File: src/rtl/ilt_pkg.sv
package ilt_pkg;
  localparam int OFF_W = 3;

  localparam logic [OFF_W-1:0] OFF_CTRL   = 3'd0;
  localparam logic [OFF_W-1:0] OFF_STATUS = 3'd1;
  localparam logic [OFF_W-1:0] OFF_START  = 3'd2;
  localparam logic [OFF_W-1:0] OFF_TERM   = 3'd3;
  localparam logic [OFF_W-1:0] OFF_COUNT  = 3'd4;

  localparam int BIT_RUN  = 0;
  localparam int BIT_AR   = 1;
  localparam int BIT_IE   = 2;
  localparam int BIT_LOAD = 3;
  localparam int BIT_PEND = 0;

  typedef struct packed {
    logic ie;
    logic ar;
    logic run;
  } ctrl_t;
endpackage

File: src/rtl/ilt_sync.sv
module ilt_sync #(
  parameter int STAGES = 2
) (
  input  logic clk,
  input  logic rst,
  input  logic d,
  output logic q
);
  logic [STAGES-1:0] sr;

  generate
    if (STAGES == 1) begin : g_one
      always_ff @(posedge clk) begin
        if (rst) sr <= '0;
        else     sr <= d;
      end
    end else begin : g_many
      always_ff @(posedge clk) begin
        if (rst) sr <= '0;
        else     sr <= {sr[STAGES-2:0], d};
      end
    end
  endgenerate

  assign q = sr[STAGES-1];
endmodule

File: src/rtl/ilt_counter.sv
module ilt_counter #(
  parameter int CNT_W = 32
) (
  input  logic             clk,
  input  logic             rst,
  input  logic             run,
  input  logic             auto_reload,
  input  logic             hold,
  input  logic             load,
  input  logic             restart,
  input  logic [CNT_W-1:0] start_val,
  input  logic [CNT_W-1:0] term_val,
  output logic [CNT_W-1:0] count,
  output logic             term_evt
);
  logic [CNT_W-1:0] count_q;
  logic             stopped_q;
  logic             step;
  logic             at_term;

  assign step     = run && !hold && !stopped_q;
  assign at_term  = (count_q == term_val);
  assign term_evt = step && at_term && !load;
  assign count    = count_q;

  always_ff @(posedge clk) begin
    if (rst) begin
      count_q   <= '0;
      stopped_q <= 1'b0;
    end else if (load) begin
      count_q   <= start_val;
      stopped_q <= 1'b0;
    end else begin
      if (restart) stopped_q <= 1'b0;
      if (step) begin
        if (at_term) begin
          if (auto_reload) count_q <= start_val;
          else             stopped_q <= 1'b1;
        end else begin
          count_q <= count_q + 1'b1;
        end
      end
    end
  end

  assert_count_step_R3: assert property (@(posedge clk) disable iff (rst)
    (step && !at_term && !load) |=> (count_q == $past(count_q) + 1'b1));

  assert_reload_R4: assert property (@(posedge clk) disable iff (rst)
    (step && at_term && auto_reload && !load) |=> (count_q == $past(start_val)));

  assert_stop_hold_R5: assert property (@(posedge clk) disable iff (rst)
    (stopped_q && !load) |=> $stable(count_q));

  assert_freeze_hold_R9: assert property (@(posedge clk) disable iff (rst)
    (hold && !load) |=> $stable(count_q));

  assert_load_R2: assert property (@(posedge clk) disable iff (rst)
    load |=> (count_q == $past(start_val)));
endmodule

File: src/rtl/ilt_channel.sv
module ilt_channel
  import ilt_pkg::*;
#(
  parameter int CNT_W     = 32,
  parameter int SYNC_STGS = 2
) (
  input  logic             clk,
  input  logic             rst,
  input  logic             wr_en,
  input  logic [OFF_W-1:0] wr_off,
  input  logic [CNT_W-1:0] wr_data,
  input  logic [OFF_W-1:0] rd_off,
  output logic [CNT_W-1:0] rd_word,
  input  logic             freeze_raw,
  output logic             irq
);
  ctrl_t            ctrl_q;
  logic [CNT_W-1:0] start_q;
  logic [CNT_W-1:0] term_q;
  logic [CNT_W-1:0] count;
  logic             irq_q;
  logic             frz_s;
  logic             term_evt;
  logic             ctrl_wr;
  logic             load_pulse;
  logic             restart;
  logic             clr_w1c;

  assign ctrl_wr    = wr_en && (wr_off == OFF_CTRL);
  assign load_pulse = ctrl_wr && wr_data[BIT_LOAD];
  assign restart    = ctrl_wr && wr_data[BIT_RUN];
  assign clr_w1c    = wr_en && (wr_off == OFF_STATUS) && wr_data[BIT_PEND];

  ilt_sync #(.STAGES(SYNC_STGS)) u_frz_sync (
    .clk (clk),
    .rst (rst),
    .d   (freeze_raw),
    .q   (frz_s)
  );

  always_ff @(posedge clk) begin
    if (rst) begin
      ctrl_q  <= '0;
      start_q <= '0;
      term_q  <= '0;
    end else if (wr_en) begin
      case (wr_off)
        OFF_CTRL: begin
          ctrl_q.run <= wr_data[BIT_RUN];
          ctrl_q.ar  <= wr_data[BIT_AR];
          ctrl_q.ie  <= wr_data[BIT_IE];
        end
        OFF_START: start_q <= wr_data;
        OFF_TERM:  term_q  <= wr_data;
        default: ;
      endcase
    end
  end

  ilt_counter #(.CNT_W(CNT_W)) u_cnt (
    .clk         (clk),
    .rst         (rst),
    .run         (ctrl_q.run),
    .auto_reload (ctrl_q.ar),
    .hold        (frz_s),
    .load        (load_pulse),
    .restart     (restart),
    .start_val   (start_q),
    .term_val    (term_q),
    .count       (count),
    .term_evt    (term_evt)
  );

  always_ff @(posedge clk) begin
    if (rst)                        irq_q <= 1'b0;
    else if (term_evt && ctrl_q.ie) irq_q <= 1'b1;
    else if (clr_w1c)               irq_q <= 1'b0;
  end

  assign irq = irq_q;

  always_comb begin
    rd_word = '0;
    case (rd_off)
      OFF_CTRL: begin
        rd_word[BIT_RUN] = ctrl_q.run;
        rd_word[BIT_AR]  = ctrl_q.ar;
        rd_word[BIT_IE]  = ctrl_q.ie;
      end
      OFF_STATUS: rd_word[BIT_PEND] = irq_q;
      OFF_START:  rd_word = start_q;
      OFF_TERM:   rd_word = term_q;
      OFF_COUNT:  rd_word = count;
      default:    rd_word = '0;
    endcase
  end

  assert_irq_set_R6: assert property (@(posedge clk) disable iff (rst)
    (term_evt && ctrl_q.ie) |=> irq_q);

  assert_no_irq_when_off_R6: assert property (@(posedge clk) disable iff (rst)
    (!irq_q && !(term_evt && ctrl_q.ie)) |=> !irq_q);

  assert_sticky_R7: assert property (@(posedge clk) disable iff (rst)
    (irq_q && !clr_w1c) |=> irq_q);

  assert_w1c_clears_R7: assert property (@(posedge clk) disable iff (rst)
    (clr_w1c && !term_evt) |=> !irq_q);

  assert_set_beats_clear_R8: assert property (@(posedge clk) disable iff (rst)
    (clr_w1c && term_evt && ctrl_q.ie) |=> irq_q);
endmodule

File: src/rtl/irq_latency_timer.sv
module irq_latency_timer
  import ilt_pkg::*;
#(
  parameter int N_CH      = 2,
  parameter int CNT_W     = 32,
  parameter int SYNC_STGS = 2,
  parameter int ADDR_W    = ilt_pkg::OFF_W + ((N_CH > 1) ? $clog2(N_CH) : 1)
) (
  input  logic              clk,
  input  logic              rst,
  input  logic              wr_en,
  input  logic [ADDR_W-1:0] wr_addr,
  input  logic [CNT_W-1:0]  wr_data,
  input  logic              rd_en,
  input  logic [ADDR_W-1:0] rd_addr,
  output logic [CNT_W-1:0]  rd_data,
  input  logic [N_CH-1:0]   freeze,
  output logic [N_CH-1:0]   irq
);
  localparam int CH_SEL_W = ADDR_W - OFF_W;

  logic [CNT_W-1:0]    words [N_CH];
  logic [CH_SEL_W-1:0] wr_sel;
  logic [CH_SEL_W-1:0] rd_sel;
  logic [CNT_W-1:0]    rd_mux;

  assign wr_sel = wr_addr[ADDR_W-1:OFF_W];
  assign rd_sel = rd_addr[ADDR_W-1:OFF_W];

  generate
    for (genvar g = 0; g < N_CH; g++) begin : g_ch
      logic ch_wr;
      assign ch_wr = wr_en && (wr_sel == CH_SEL_W'(g));

      ilt_channel #(.CNT_W(CNT_W), .SYNC_STGS(SYNC_STGS)) u_ch (
        .clk        (clk),
        .rst        (rst),
        .wr_en      (ch_wr),
        .wr_off     (wr_addr[OFF_W-1:0]),
        .wr_data    (wr_data),
        .rd_off     (rd_addr[OFF_W-1:0]),
        .rd_word    (words[g]),
        .freeze_raw (freeze[g]),
        .irq        (irq[g])
      );
    end
  endgenerate

  always_comb begin
    rd_mux = '0;
    for (int i = 0; i < N_CH; i++) begin
      if (rd_sel == CH_SEL_W'(i)) rd_mux = words[i];
    end
  end

  always_ff @(posedge clk) begin
    if (rst)        rd_data <= '0;
    else if (rd_en) rd_data <= rd_mux;
  end

  assert_rd_hold_R10: assert property (@(posedge clk) disable iff (rst)
    !rd_en |=> $stable(rd_data));

  assert_reset_irq_R1: assert property (@(posedge clk)
    $past(rst) |-> (irq == '0));
endmodule

File: config.mk
export PLATFORM = sky130hd
export DESIGN_NAME = irq_latency_timer
export DESIGN_NICKNAME = d
export VERILOG_FILES = /design/src/rtl/ilt_pkg.sv /design/src/rtl/ilt_sync.sv /design/src/rtl/ilt_counter.sv /design/src/rtl/ilt_channel.sv /design/src/rtl/irq_latency_timer.sv
export SDC_FILE = /design/constraint.sdc
export NUM_CORES = 1
export LEC_CHECK = 0
export ABC_CLOCK_PERIOD_IN_PS = 2560
export BUFFER_PORTS_ARGS = -buffer_cell sky130_fd_sc_hd__buf_4
export CAP_MARGIN = 20
export CELL_PAD_IN_SITES_DETAIL_PLACEMENT = 1
export CELL_PAD_IN_SITES_GLOBAL_PLACEMENT = 2
export CORE_MARGIN = 2
export CORE_UTILIZATION = 37
export CTS_CLUSTER_SIZE = 28
export DETAILED_ROUTE_END_ITERATION = 8
export PLACE_DENSITY = 0.88
export RECOVER_POWER = 25
export SLEW_MARGIN = 20
export SYNTH_ARGS = -nofsm -noshare
export SYNTH_HDL_FRONTEND = slang
export SYNTH_SLANG_ARGS = --single-unit
File: constraint.sdc
create_clock -name clk -period 2.56 [get_ports clk]
set_input_delay 0.256 -clock clk [delete_from_list [all_inputs] [get_ports clk]]
set_output_delay 0.256 -clock clk [all_outputs]
set_load 0.01 [all_outputs]
# Word level (Yosys, flattened, before mapping)
# Index checks and enable logic that the tools add are counted.
[word_totals]
word_cells = 104
reg_bits = 238
in_bits = 46
[op_classes]
bitwise_logic = 1
eq_ne = 11
mux = 27
add_sub_neg = 2
reduce_logical = 44
[op_table]
columns = ["op", "count"]
rows = [
  ["32-bit two-way mux", 9],
  ["29-bit one-hot mux with 3 select lines", 2],
  ["32-bit by 1-bit adder with 32-bit output (second input constant)", 2],
  ["32-bit equality test", 2],
  ["1-bit logical AND", 22],
  ["2-bit one-hot mux with 4 select lines", 2],
  ["2-bit AND reduction", 8],
  ["3-bit by 2-bit equality test with 1-bit output (second input constant)", 4],
  ["1-bit two-way mux", 12],
  ["1-bit one-hot mux with 5 select lines", 2],
  ["2-bit nonzero test", 4],
  ["3-bit by 1-bit equality test with 1-bit output (second input constant)", 2],
  ["1-bit zero test", 6],
  ["3-bit zero test", 2],
  ["3-bit by 2-bit != test with 1-bit output (second input constant)", 2],
  ["2-bit OR reduction", 2],
  ["3-bit equality test (second input constant)", 1],
  ["1-bit NOT", 1],
]

# Depth between registers and ports, before layout
# Gate-level depths: netlist of run 1.
[logic_depth]
depth_word = 8
ltp_mapped = 9
depth_no_buf = 7

# Cells and area by module
# From an unflattened synthesis of run 1, not the netlist that was laid out.
[unflattened]
hier_cells = 1610
area_unflattened_um2 = 13355.3
[by_module_without_submodules]
columns = ["mod", "cells_per_inst", "area_each_um2", "instances"]
rows = [
  ["ilt_channel", 386, 3266.9, 2],
  ["ilt_counter (g_ch[1].u_ch.u_cnt)", 344, 2663.8, 1],
  ["ilt_counter (g_ch[0].u_ch.u_cnt)", 342, 2602.5, 1],
  ["irq_latency_timer", 144, 1450.1, 1],
  ["ilt_sync", 4, 52.6, 2],
]

# Worst setup path before layout of run 1
# OpenSTA, ideal clock, no wires.
[synth_timing]
kind = "reg-to-reg"
startpoint = "register g_ch[1].u_ch.u_cnt.count_q[0]"
endpoint = "register g_ch[1].u_ch.u_cnt.count_q[25]"
t_arrival_ns = 2.043
path_stages_with_launch = 8
n_path_buf = 1
required_ns = 2.429
slack_ns = 0.386
cell_sequence = "dfxtp_1 -> clkbuf_1 -> nand2_1 -> or3_4 -> or4_4 -> a2111oi_4 -> o21bai_2 -> a21oi_2"
[synth_between]
elab_chain_len = 4
[synth_rtl]
columns = ["element", "line_no", "source"]
rows = [
  ["start: declaration", "ilt_counter.sv:16", "logic [CNT_W-1:0] count_q;"],
  ["start signal: assignment", "ilt_counter.sv:31", "count_q <= start_val;"],
  ["start signal: assignment", "ilt_counter.sv:37", "if (auto_reload) count_q <= start_val;"],
  ["start signal: assignment", "ilt_counter.sv:40", "count_q <= count_q + 1'b1;"],
  ["32-bit by 1-bit adder with 32-bit output / 32-bit equality test (equally long branches)", "ilt_counter.sv:40, ilt_counter.sv:22", ""],
  ["32-bit two-way mux", "ilt_counter.sv:36", "if (at_term) begin"],
  ["32-bit two-way mux", "ilt_counter.sv:35", "if (step) begin"],
  ["32-bit two-way mux", "ilt_counter.sv:30", "end else if (load) begin"],
]
# Several ways; a longest one is shown, not always the timed one. The select of a mux whose other input is x is not followed.
# A chain may end at the register's enable or synchronous reset.

# Final worst setup path of run 1
[layout_timing]
startpoint = "register g_ch[0].u_ch.u_cnt.count_q[0]"
endpoint = "register g_ch[0].u_ch.u_cnt.count_q[26]"
[layout_between]
elab_chain_len = 4
[layout_rtl]
columns = ["element", "line_no"]
rows = [
  ["start: declaration", "ilt_counter.sv:16"],
  ["start signal: assignment", "ilt_counter.sv:31"],
  ["start signal: assignment", "ilt_counter.sv:37"],
  ["start signal: assignment", "ilt_counter.sv:40"],
  ["32-bit by 1-bit adder with 32-bit output / 32-bit equality test (equally long branches)", "ilt_counter.sv:40, ilt_counter.sv:22"],
  ["32-bit two-way mux", "ilt_counter.sv:36"],
  ["32-bit two-way mux", "ilt_counter.sv:35"],
  ["32-bit two-way mux", "ilt_counter.sv:30"],
]
# Several ways; a longest one is shown, not always the timed one. The select of a mux whose other input is x is not followed.

==> results of run 1 <==
==> worst max-delay path, stage by stage, from the launching register on <==
cell and delay, ps:
dfxtp_1 460, ha_1 210, nand3_1 240, nor4_2 210, buf_4 220, and2_0 450, nand3_1 160, a22oi_1 180
o32ai_1 110
==> Yosys cell counts, drive strengths merged, types with 4 or more instances <==
library cell  instances  area (sq um)
nand2               295          1110
dfxtp               238          4760
a21oi               205          1040
mux2i               117          1170
nor2                113           424
clkbuf               96           360
inv                  62           233
a22oi                59           443
o32ai                54           601
buf                  53           317
nand4                43           282
nand3                36           193
nor3                 35           180
xnor2                32           280
xor2                 32           280
mux2                 22           248
o21ai                22           121
nor4                 21           184
a221oi               19           173
o22ai                15          93.8
o21bai               13           101
nor2b                10          62.6
or2                   7          43.8
or3                   7          48.8
nand2b                6          37.5
and4                  5          43.8
a211oi                4          30.0
a2bb2oi               4          35.0
and2                  4          25.0
o31ai                 4          43.8
==> through the flow <==
stage / util / hold slack [ps] / instance area (sq um) / worst slack [ps]
3_3_place_gp: 0.415 / 418 / 14700 / 158
3_5_place_dp: 0.415 / 428 / 14700 / 162
6_report: 0.450 / 13.0 / 16000 / 106
2_1_floorplan: - / 384 / 13300 / 386
4_1_cts: 0.450 / 0.651 / 16000 / 124
5_1_grt: 0.450 / 2.73 / 16000 / 7.21
==> power breakdown <==
group | total (mW) | internal (mW) | switching [mW] | leakage, nW
clock | 4.28 | 2.59 | 1.69 | 0.476
combinational | 1.27 | 0.487 | 0.779 | 3.35
sequential | 3.79 | 3.75 | 0.0400 | 1.92
total | 9.33 | 6.83 | 2.51 | 5.74
==> repair_timing <==
item | CTS | global route
resized for setup | 0 | 7
setup endpoints to repair | 0 | 35
hold endpoints to repair | 84 | 0
hold buffers | 26 | 0
==> cell type report <==
class,count,area (sq um)
inverter,64,240
tap,461,577
clock buffer,43,858
clock inverter,7,113
timing repair buffer,200,1700
sequential,238,4760
multi-input combinational,1219,7700
fill,4209,19500
==> worst min path at each step <==
stage / cells past startpoint / to / from
global placement: 1 / g_ch[0].u_ch.u_frz_sync.sr[1] / g_ch[0].u_ch.u_frz_sync.sr[0]
detailed placement: 1 / g_ch[1].u_ch.u_frz_sync.sr[1] / g_ch[1].u_ch.u_frz_sync.sr[0]
global route: 3 / g_ch[0].u_ch.term_q[19] / wr_data[19]
CTS: 3 / g_ch[1].u_ch.start_q[20] / wr_data[20]
finish: 3 / g_ch[1].u_ch.start_q[2] / wr_data[2]
floorplan: 1 / g_ch[0].u_ch.u_frz_sync.sr[0] / freeze[0]
==> registers in the layout, indices dropped and copies added, names as in the netlist <==
register                   flops
g_ch.u_ch.start_q             64
g_ch.u_ch.term_q              64
g_ch.u_ch.u_cnt.count         64
rd_data                       32
g_ch.u_ch.ctrl_q               6
g_ch.u_ch.u_frz_sync.sr        4
g_ch.u_ch.irq                  2
g_ch.u_ch.u_cnt.stopped_q      2
==> layer usage <==
layer	track usage	vias up
met5	0	-
met4	0.106	0
met3	0.0277	90
met2	0.450	428
met1	0.376	6550
li1	-	6098
==> kinds of logic after synthesis <==
group | after synthesis | synth area share
AO/OA/AOI/OAI | 423 | 0.219
XOR/XNOR | 64 | 0.0421
adder cells (fa/ha/maj) | 2 | 0.00188
buffers and inverters | 213 | 0.0689
flip-flops | 238 | 0.358
multiplexers | 139 | 0.107
AND/OR/NAND/NOR | 591 | 0.204
==> results.cfg, run 1 <==
[clock_network]
clock_sinks = 238
numCtsBuffers = 29
ctsRootBufferMaster = clkbuf_16
clk_latency_ps = 560
clk_pin_slew_ps = 60
cts_tree = done
cts_buffer_depth = 3
post_cts_buffers = 0
cts_htree_levels = 1

[setup_path]
worstSetupPathType = flop to flop
r2r_end = g_ch[0].u_ch.u_cnt.count[26]
r2r_cells = 8
required_ps = 2910
worstReg2RegStart = g_ch[0].u_ch.u_cnt.count[0]
path_max_fanout = 7
cp-end-kind = flop
crit_path_end = g_ch[0].u_ch.u_cnt.count[26]
crit_arrival_ps = 2810
startpoint_type = flop
rrSetupSlack_ps = 110
critPathLaunch = g_ch[0].u_ch.u_cnt.count[0]

[drt]
wire_per_inst_um = 23.8
drt_first_pass_iters = 5
post-route-drc-count = 0
routed_wl_um = 53000
wl_met2_um = 24400
drt-initial-drc-count = 994
ant_nets = 0
route.vias.total = 13166
met1Wirelength_um = 23600
vias_per_cell = 5.90
wl_met3_um = 2900
routed.top_layer = met4

[global_routing]
grt_max_degree = 116
antenna_found_initial = 0
grt_pass1_vias = 13453
grt_usage = 0.276
grt_pass1_wl_um = 81900
overflow = 0

[sta]
setup_viol_count_final = 0
hold_viol = 0
fmax_mhz = 408
slew_headroom = -0.371
fin_crit_ps = 2450
clock_skew_ps = 10.1
fin_setup_tns_ps = 0
period_share = 0.959
tightest_slew_ps = 2060
rsz0062_at_grt = false
maxSlewViolCount = 119

[yosys]
synthFlopType = dfxtp_1
yosysWarnings = 0
ys_ff_latch = 238
synth_edf_count = 0
async_flop_share = 0
ys_seq_area_frac = 0.358
synth_nets = 1718
syn_avg_cell_area_sq_um = 7.97
synthCells = 1670
yosysUniqueCellTypes = 76
syn_area_sq_mm = 0.0133

[layout]
antenna_cells = 0
syn_to_final_growth_pct = 19.8
drive_above_1_share = 0.167
layout_commonest_cell = nand2_1
final_cell_mix = nand2_1, dfxtp_1, a21oi_1
instances_no_fill = 2232
nets = 1800

[power]
finalPower_mw = 9.33
p_leak_nw = 5.74
p_per_area_mw_per_mm2 = 585
ir_worst_vdd_mv = 0.493

[floorplan]
rows = 69
dieArea_sq_mm = 0.0375
ios = 80
core_sq_mm = 0.0355
die_y_um = 194
die_width_um = 194
initial_core_util = 0.375

[hold_path]
hold_path_class = input port to flop

[run]
max_cap_violations = 2

[placement]
place_hpwl_um = 36900
gp_congestion = 0.904
io_buffers = 79
place_inst = 2156

[run_status]
outcome = finished, violations left
violations = max-capacitance violations, max-slew violations
No activity file was read; power rests on OpenSTA's default activity.
==> run 2, diff against run 1 <==
CORE_UTILIZATION = 38   (was 37)
PLACE_DENSITY = 0.89   (was 0.88)
SYNTH_HIERARCHICAL = 1   (was default)
==> run 2 against run 1 <==
Maximum frequency rose by 0.21%. Critical path depth fell by 1. Highest routed layer unchanged. Wire length fell by 4.0%. Critical endpoint is now g_ch[1].u_ch/u_cnt/count[25]. The flow still finishes with violations (max-capacitance violations, max-slew violations).
==> results.cfg, run 2 <==
[sta]
fin_crit_ps = 2450
rsz0062_at_grt = false
setup_ws_ps = 111
setup_viol_count_final = 0
maxSlewViolCount = 102
slew_headroom = -0.601
fin_hold_ws_ps = 9.08
period_share = 0.957
fin_setup_tns_ps = 0
hold_viol = 0
clock_skew_ps = 11.4
tightest_slew_ps = 2400
fmax_mhz = 408

[yosys]
yosysUniqueCellTypes = 66
yosysWarnings = 6
synth_area_leaders = dfxtp_1, mux2i_1, nand2_1, a21oi_1, xor2_1
synth_top_area_cell = dfxtp_1
ys_ff_latch = 238
syn_avg_cell_area_sq_um = 8.30
synth_edf_count = 0
synth_common_cells = nand2_1, dfxtp_1, mux2i_1, a21oi_1, nor2_1
synthCells = 1610
synthFlopType = dfxtp_1
syn_area_sq_mm = 0.0134
synth_nets = 1658
synth_top_area_share = 0.357
async_flop_share = 0
ys_seq_area_frac = 0.357
yosysMostFrequentCell = nand2_1

[drt]
vias_per_cell = 5.85
ant_nets = 0
wire_per_inst_um = 23.3
drt-initial-drc-count = 961
drt_first_pass_iters = 5
routed_wl_um = 50900
post-route-drc-count = 0
route.vias.total = 12794

[power]
p_leak_nw = 6.06
ir_worst_vdd_mv = 0.493
finalPower_mw = 9.00
p_per_area_mw_per_mm2 = 572

[setup_path]
path_max_fanout = 19
r2r_end = g_ch[1].u_ch/u_cnt/count[25]
crit_arrival_ps = 2920
worstReg2RegStart = g_ch[1].u_ch/u_cnt/count[1]
startpoint_type = flop
required_ps = 3030
cp_cell_sequence = xor2_1, nor4_2, and4_1, a21oi_4, buf_12, mux2_2, o22ai_2
cp-end-kind = flop
r2r_cells = 7
max_stage_delay_ps = 430
crit_path_top_delay_cell = dfxtp_1
worstSetupPathType = flop to flop
rrSetupSlack_ps = 110

[layout]
nFillCells = 4145
instances_no_fill = 2187
final_cell_mix = nand2_1, dfxtp_1, mux2i_1
drive_above_1_share = 0.161
layout_commonest_cell = nand2_1
multi_input_area_sq_mm = 0.00776
syn_to_final_growth_pct = 17.8
antenna_cells = 0
regArea_sq_mm = 0.00476
nets = 1760

[hold_path]
hold_path_class = input port to flop
min-delay-start = wr_data[1]
hold_end = g_ch[0].u_ch/start_q[1]
hold_depth = 3

[clock_network]
clk_latency_ps = 550
ctsRootBufferMaster = clkbuf_16
cts_tree = done
numCtsBuffers = 28
clk_pin_slew_ps = 60
cts_buffer_depth = 3
cts_htree_levels = 1
clock_sinks = 238

[global_routing]
grt_max_degree = 102
grt_pass1_vias = 12854
grt_pass1_wl_um = 77800
overflow = 0
grt_usage = 0.275
antenna_found_initial = 0

[placement]
post-place-ws_ps = 142
place_hpwl_um = 35200
place_inst = 2113
io_buffers = 79
gp_congestion = 0.948

[floorplan]
rows = 68
ios = 80
initial_core_util = 0.387
dieArea_sq_mm = 0.0367
die_width_um = 191
core_sq_mm = 0.0345
die_y_um = 191

[run]
max_cap_violations = 1

[run_status]
outcome = finished, violations left
violations = max-capacitance violations, max-slew violations
-- run 2: cells by family after synthesis --
group           count (synthesis)  synth area share
xor+xnor                       64            0.0420
flops                         238             0.357
mux                           162             0.122
compound gates                386             0.196
fa+ha+maj                       2           0.00187
buf+inv                       141            0.0648
simple gates                  617             0.218
-- run 2: worst max-delay path, delay by kind of cell (launching register included) --
| kind | cells | cell delay, ps |
|---|---|---|
| AOI/OAI and AO/OA | 2 | 450 |
| xor gates and xnor gates | 1 | 430 |
| buffers and inverters | 1 | 240 |
| and+or+nand+nor | 2 | 440 |
| muxes | 1 | 360 |
| DFF | 1 | 430 |
-- run 2: worst max-delay path by stage --
stage	startpoint	end	slack (ps)
CTS	g_ch[1].u_ch/u_cnt/count[1]	g_ch[1].u_ch/irq	130
detailed placement	g_ch[1].u_ch/u_cnt/count[1]	g_ch[1].u_ch/irq	140
floorplan	g_ch[1].u_ch/u_cnt/count[15]	g_ch[1].u_ch/irq	380
finish	g_ch[1].u_ch/u_cnt/count[1]	g_ch[1].u_ch/u_cnt/count[25]	110
global placement	g_ch[1].u_ch/u_cnt/count[1]	g_ch[1].u_ch/u_cnt/count[18]	230
global route	g_ch[1].u_ch/u_cnt/count[1]	g_ch[1].u_ch/irq	50
-- run 2: area by class of cell --
cell class,instances,area share
clock buffer,45,0.0531
clock inverter,5,0.00318
inverter,14,0.00334
multi-input combinational,1231,0.493
sequential,238,0.303
tap,455,0.0362
timing repair buffer,199,0.108
-- run 2: per-stage QoR --
| step | utilization | cell area, sq um |
|---|---|---|
| 2_1_floorplan | - | 13400 |
| 3_3_place_gp | 0.425 | 14700 |
| 3_5_place_dp | 0.425 | 14700 |
| 4_1_cts | 0.458 | 15800 |
| 5_1_grt | 0.456 | 15700 |
| 6_report | 0.456 | 15700 |
-- run 2: layer usage --
| metal | track usage | share of wire | up-vias |
|---|---|---|---|
| met4 | 0.0926 | 0.035 | 0 |
| li1 | - | - | 5935 |
| met1 | 0.385 | 0.47 | 6421 |
| met3 | 0.0268 | 0.044 | 80 |
| met2 | 0.441 | 0.45 | 358 |
| met5 | 0 | 0 | - |
-- run 2: where the power goes --
part | total (mW) | internal (mW) | switching (mW) | leakage [nW]
Sequential | 3.82 | 3.76 | 0.0523 | 1.93
Combinational | 1.25 | 0.473 | 0.776 | 3.70
Clock | 3.93 | 2.31 | 1.62 | 0.436
-- run 2: what timing repair did --
item / CTS / global route
endpoints found under the setup margin: 0 / 2
buffers inserted: 0 / 0
hold endpoints to repair: 66 / 0
gates resized for setup: 0 / 1
hold buffers: 24 / 0
==> run 3, diff against run 2 <==
CELL_PAD_IN_SITES_GLOBAL_PLACEMENT = 1   (was 2)
CORE_UTILIZATION = 47   (was 38)
==> run 3 against run 2 <==
The flow finishes with violations (negative setup slack). Clock skew increased by 4.0 ps. Via count is 7.1% higher. Cell area is essentially flat. Worst hold slack got worse by 2.8 ps. Count of clock-buffer cells in the layout shrank 2. Setup slack lost 130 ps. Critical path type unchanged. Largest power group unchanged.
==> results.cfg, run 3 (synthesized netlist as in run 2, its figures left out) <==
[run_status]
violations = negative setup slack
outcome = finished, violations left

[drt]
ant_nets = 0
routed_wl_um = 54900
vias_per_cell = 6.48
route.vias.total = 13699
post-route-drc-count = 0
wire_per_inst_um = 26.0
drt-initial-drc-count = 1405
drt_first_pass_iters = 5

[setup_path]
startpoint_type = flop
worstSetupPathType = flop to flop
crit_path_end = g_ch[0].u_ch/u_cnt/count[8]
critPathLaunch = g_ch[0].u_ch/term_q[22]
cp-end-kind = flop
path_max_fanout = 13
rrSetupSlack_ps = -20
r2r_end = g_ch[0].u_ch/u_cnt/count[8]
crit_arrival_ps = 2990
worstReg2RegStart = g_ch[0].u_ch/term_q[22]
r2r_cells = 7
required_ps = 2980

[layout]
final_cell_mix = nand2_1, dfxtp_1, buf_4
layout_commonest_cell = nand2_1
design_area_sq_mm = 0.0157
instances_no_fill = 2113
fin_util = 0.564
nets = 1764
syn_to_final_growth_pct = 17.7
antenna_cells = 0
nFillCells = 3320
drive_above_1_share = 0.174

[global_routing]
grt_max_degree = 91
grt_use_met1 = 0.444
grt_util_met2 = 0.595
antenna_found_initial = 0
grt_pass1_wl_um = 83500
grt_util_met3 = 0.0501
grt_usage = 0.353
overflow = 0
grt_busiest_layer = met2
grt_pass1_vias = 14119

[floorplan]
die_y_um = 173
die_width_um = 173
rows = 61
dieArea_sq_mm = 0.0298
initial_core_util = 0.479
ios = 80
core_sq_mm = 0.0279

[sta]
fin_hold_ws_ps = 6.29
maxSlewViolCount = 0
fin_setup_tns_ps = -52.7
fmax_mhz = 388
hold_viol = 0
slew_headroom = 0.187
setup_ws_ps = -15.8
clock_skew_ps = 15.4
tightest_slew_ps = 1220
fin_crit_ps = 2580
period_share = 1.01
setup_viol_count_final = 5

[placement]
place_hpwl_um = 36200
gp_congestion = 0.936
place_inst = 2045
io_buffers = 79
post-place-ws_ps = 129
dpl_cell_area_sq_mm = 0.0146

[power]
p_leak_nw = 6.11
ir_worst_vdd_mv = 0.385
finalPower_mw = 9.20
p_per_area_mw_per_mm2 = 585

[clock_network]
clock_sinks = 238
cts_htree_levels = 1
cts_tree = done
clk_pin_slew_ps = 60
ctsRootBufferMaster = clkbuf_16
cts_buffer_depth = 3
numCtsBuffers = 27
clk_latency_ps = 550

[hold_path]
hold_path_class = input port to flop

[run]
max_cap_violations = 0
## run 3: cell count changes in the layout (fill, tap and decap cells not counted), moves of 4 or more
cell           delta
buf_4            +14
clkbuf_1          -9
clkbuf_8          +8
buf_12            -5
dlygate4sd3_1     -5
nor4_1            -5
nor4_2            +5
a21oi_1           +4
a21oi_2           -4
## run 3: worst min-delay path by stage
stage                             startpoint                       endpoint  depth (start not counted)
5_1_grt                          wr_data[17]        g_ch[1].u_ch/term_q[17]                          3
3_5_place_dp   g_ch[0].u_ch/u_frz_sync/sr[0]  g_ch[0].u_ch/u_frz_sync/sr[1]                          1
6_report                         wr_data[28]        g_ch[0].u_ch/term_q[28]                          3
3_3_place_gp   g_ch[1].u_ch/u_frz_sync/sr[0]  g_ch[1].u_ch/u_frz_sync/sr[1]                          1
4_1_cts                          wr_data[28]        g_ch[0].u_ch/term_q[28]                          3
2_1_floorplan                            rst  g_ch[0].u_ch/u_frz_sync/sr[0]                          1
## run 3: layout make-up
class	count	area, sq um	area share
Clock buffer	43	866	0.0551
Clock inverter	5	80.1	0.00509
Inverter	14	52.6	0.00334
Multi-Input combinational cell	1231	7820	0.497
Sequential cell	238	4770	0.303
Tap cell	378	473	0.0301
Timing Repair Buffer	204	1670	0.106
## run 3: worst max-delay path: stages (launching register included)
cell and delay (ps):
dfxtp_1 340, xor2_1 190, nor4_1 600, nand4_1 360, o31a_1 440, o21ai_4 210, buf_12 180, o22ai_1 120
## run 3: metal layers
metal,routed length (um),vias up
li1,-,5939
met1,22000,6791
met2,25300,767
met3,4320,202
met4,3300,0
met5,0,-
## run 3: timing repair
item,4_1_cts,5_1_grt
hold endpoints to repair,32,0
buffers inserted,0,1
pin swaps,0,2
hold buffers,19,0
setup endpoints to repair,2,13
resized for setup,2,8
## run 3: where the power goes
group / switching (mW) / internal [mW]
Sequential: 0.0532 / 3.76
Combinational: 0.792 / 0.449
Clock: 1.64 / 2.50
Total: 2.49 / 6.71
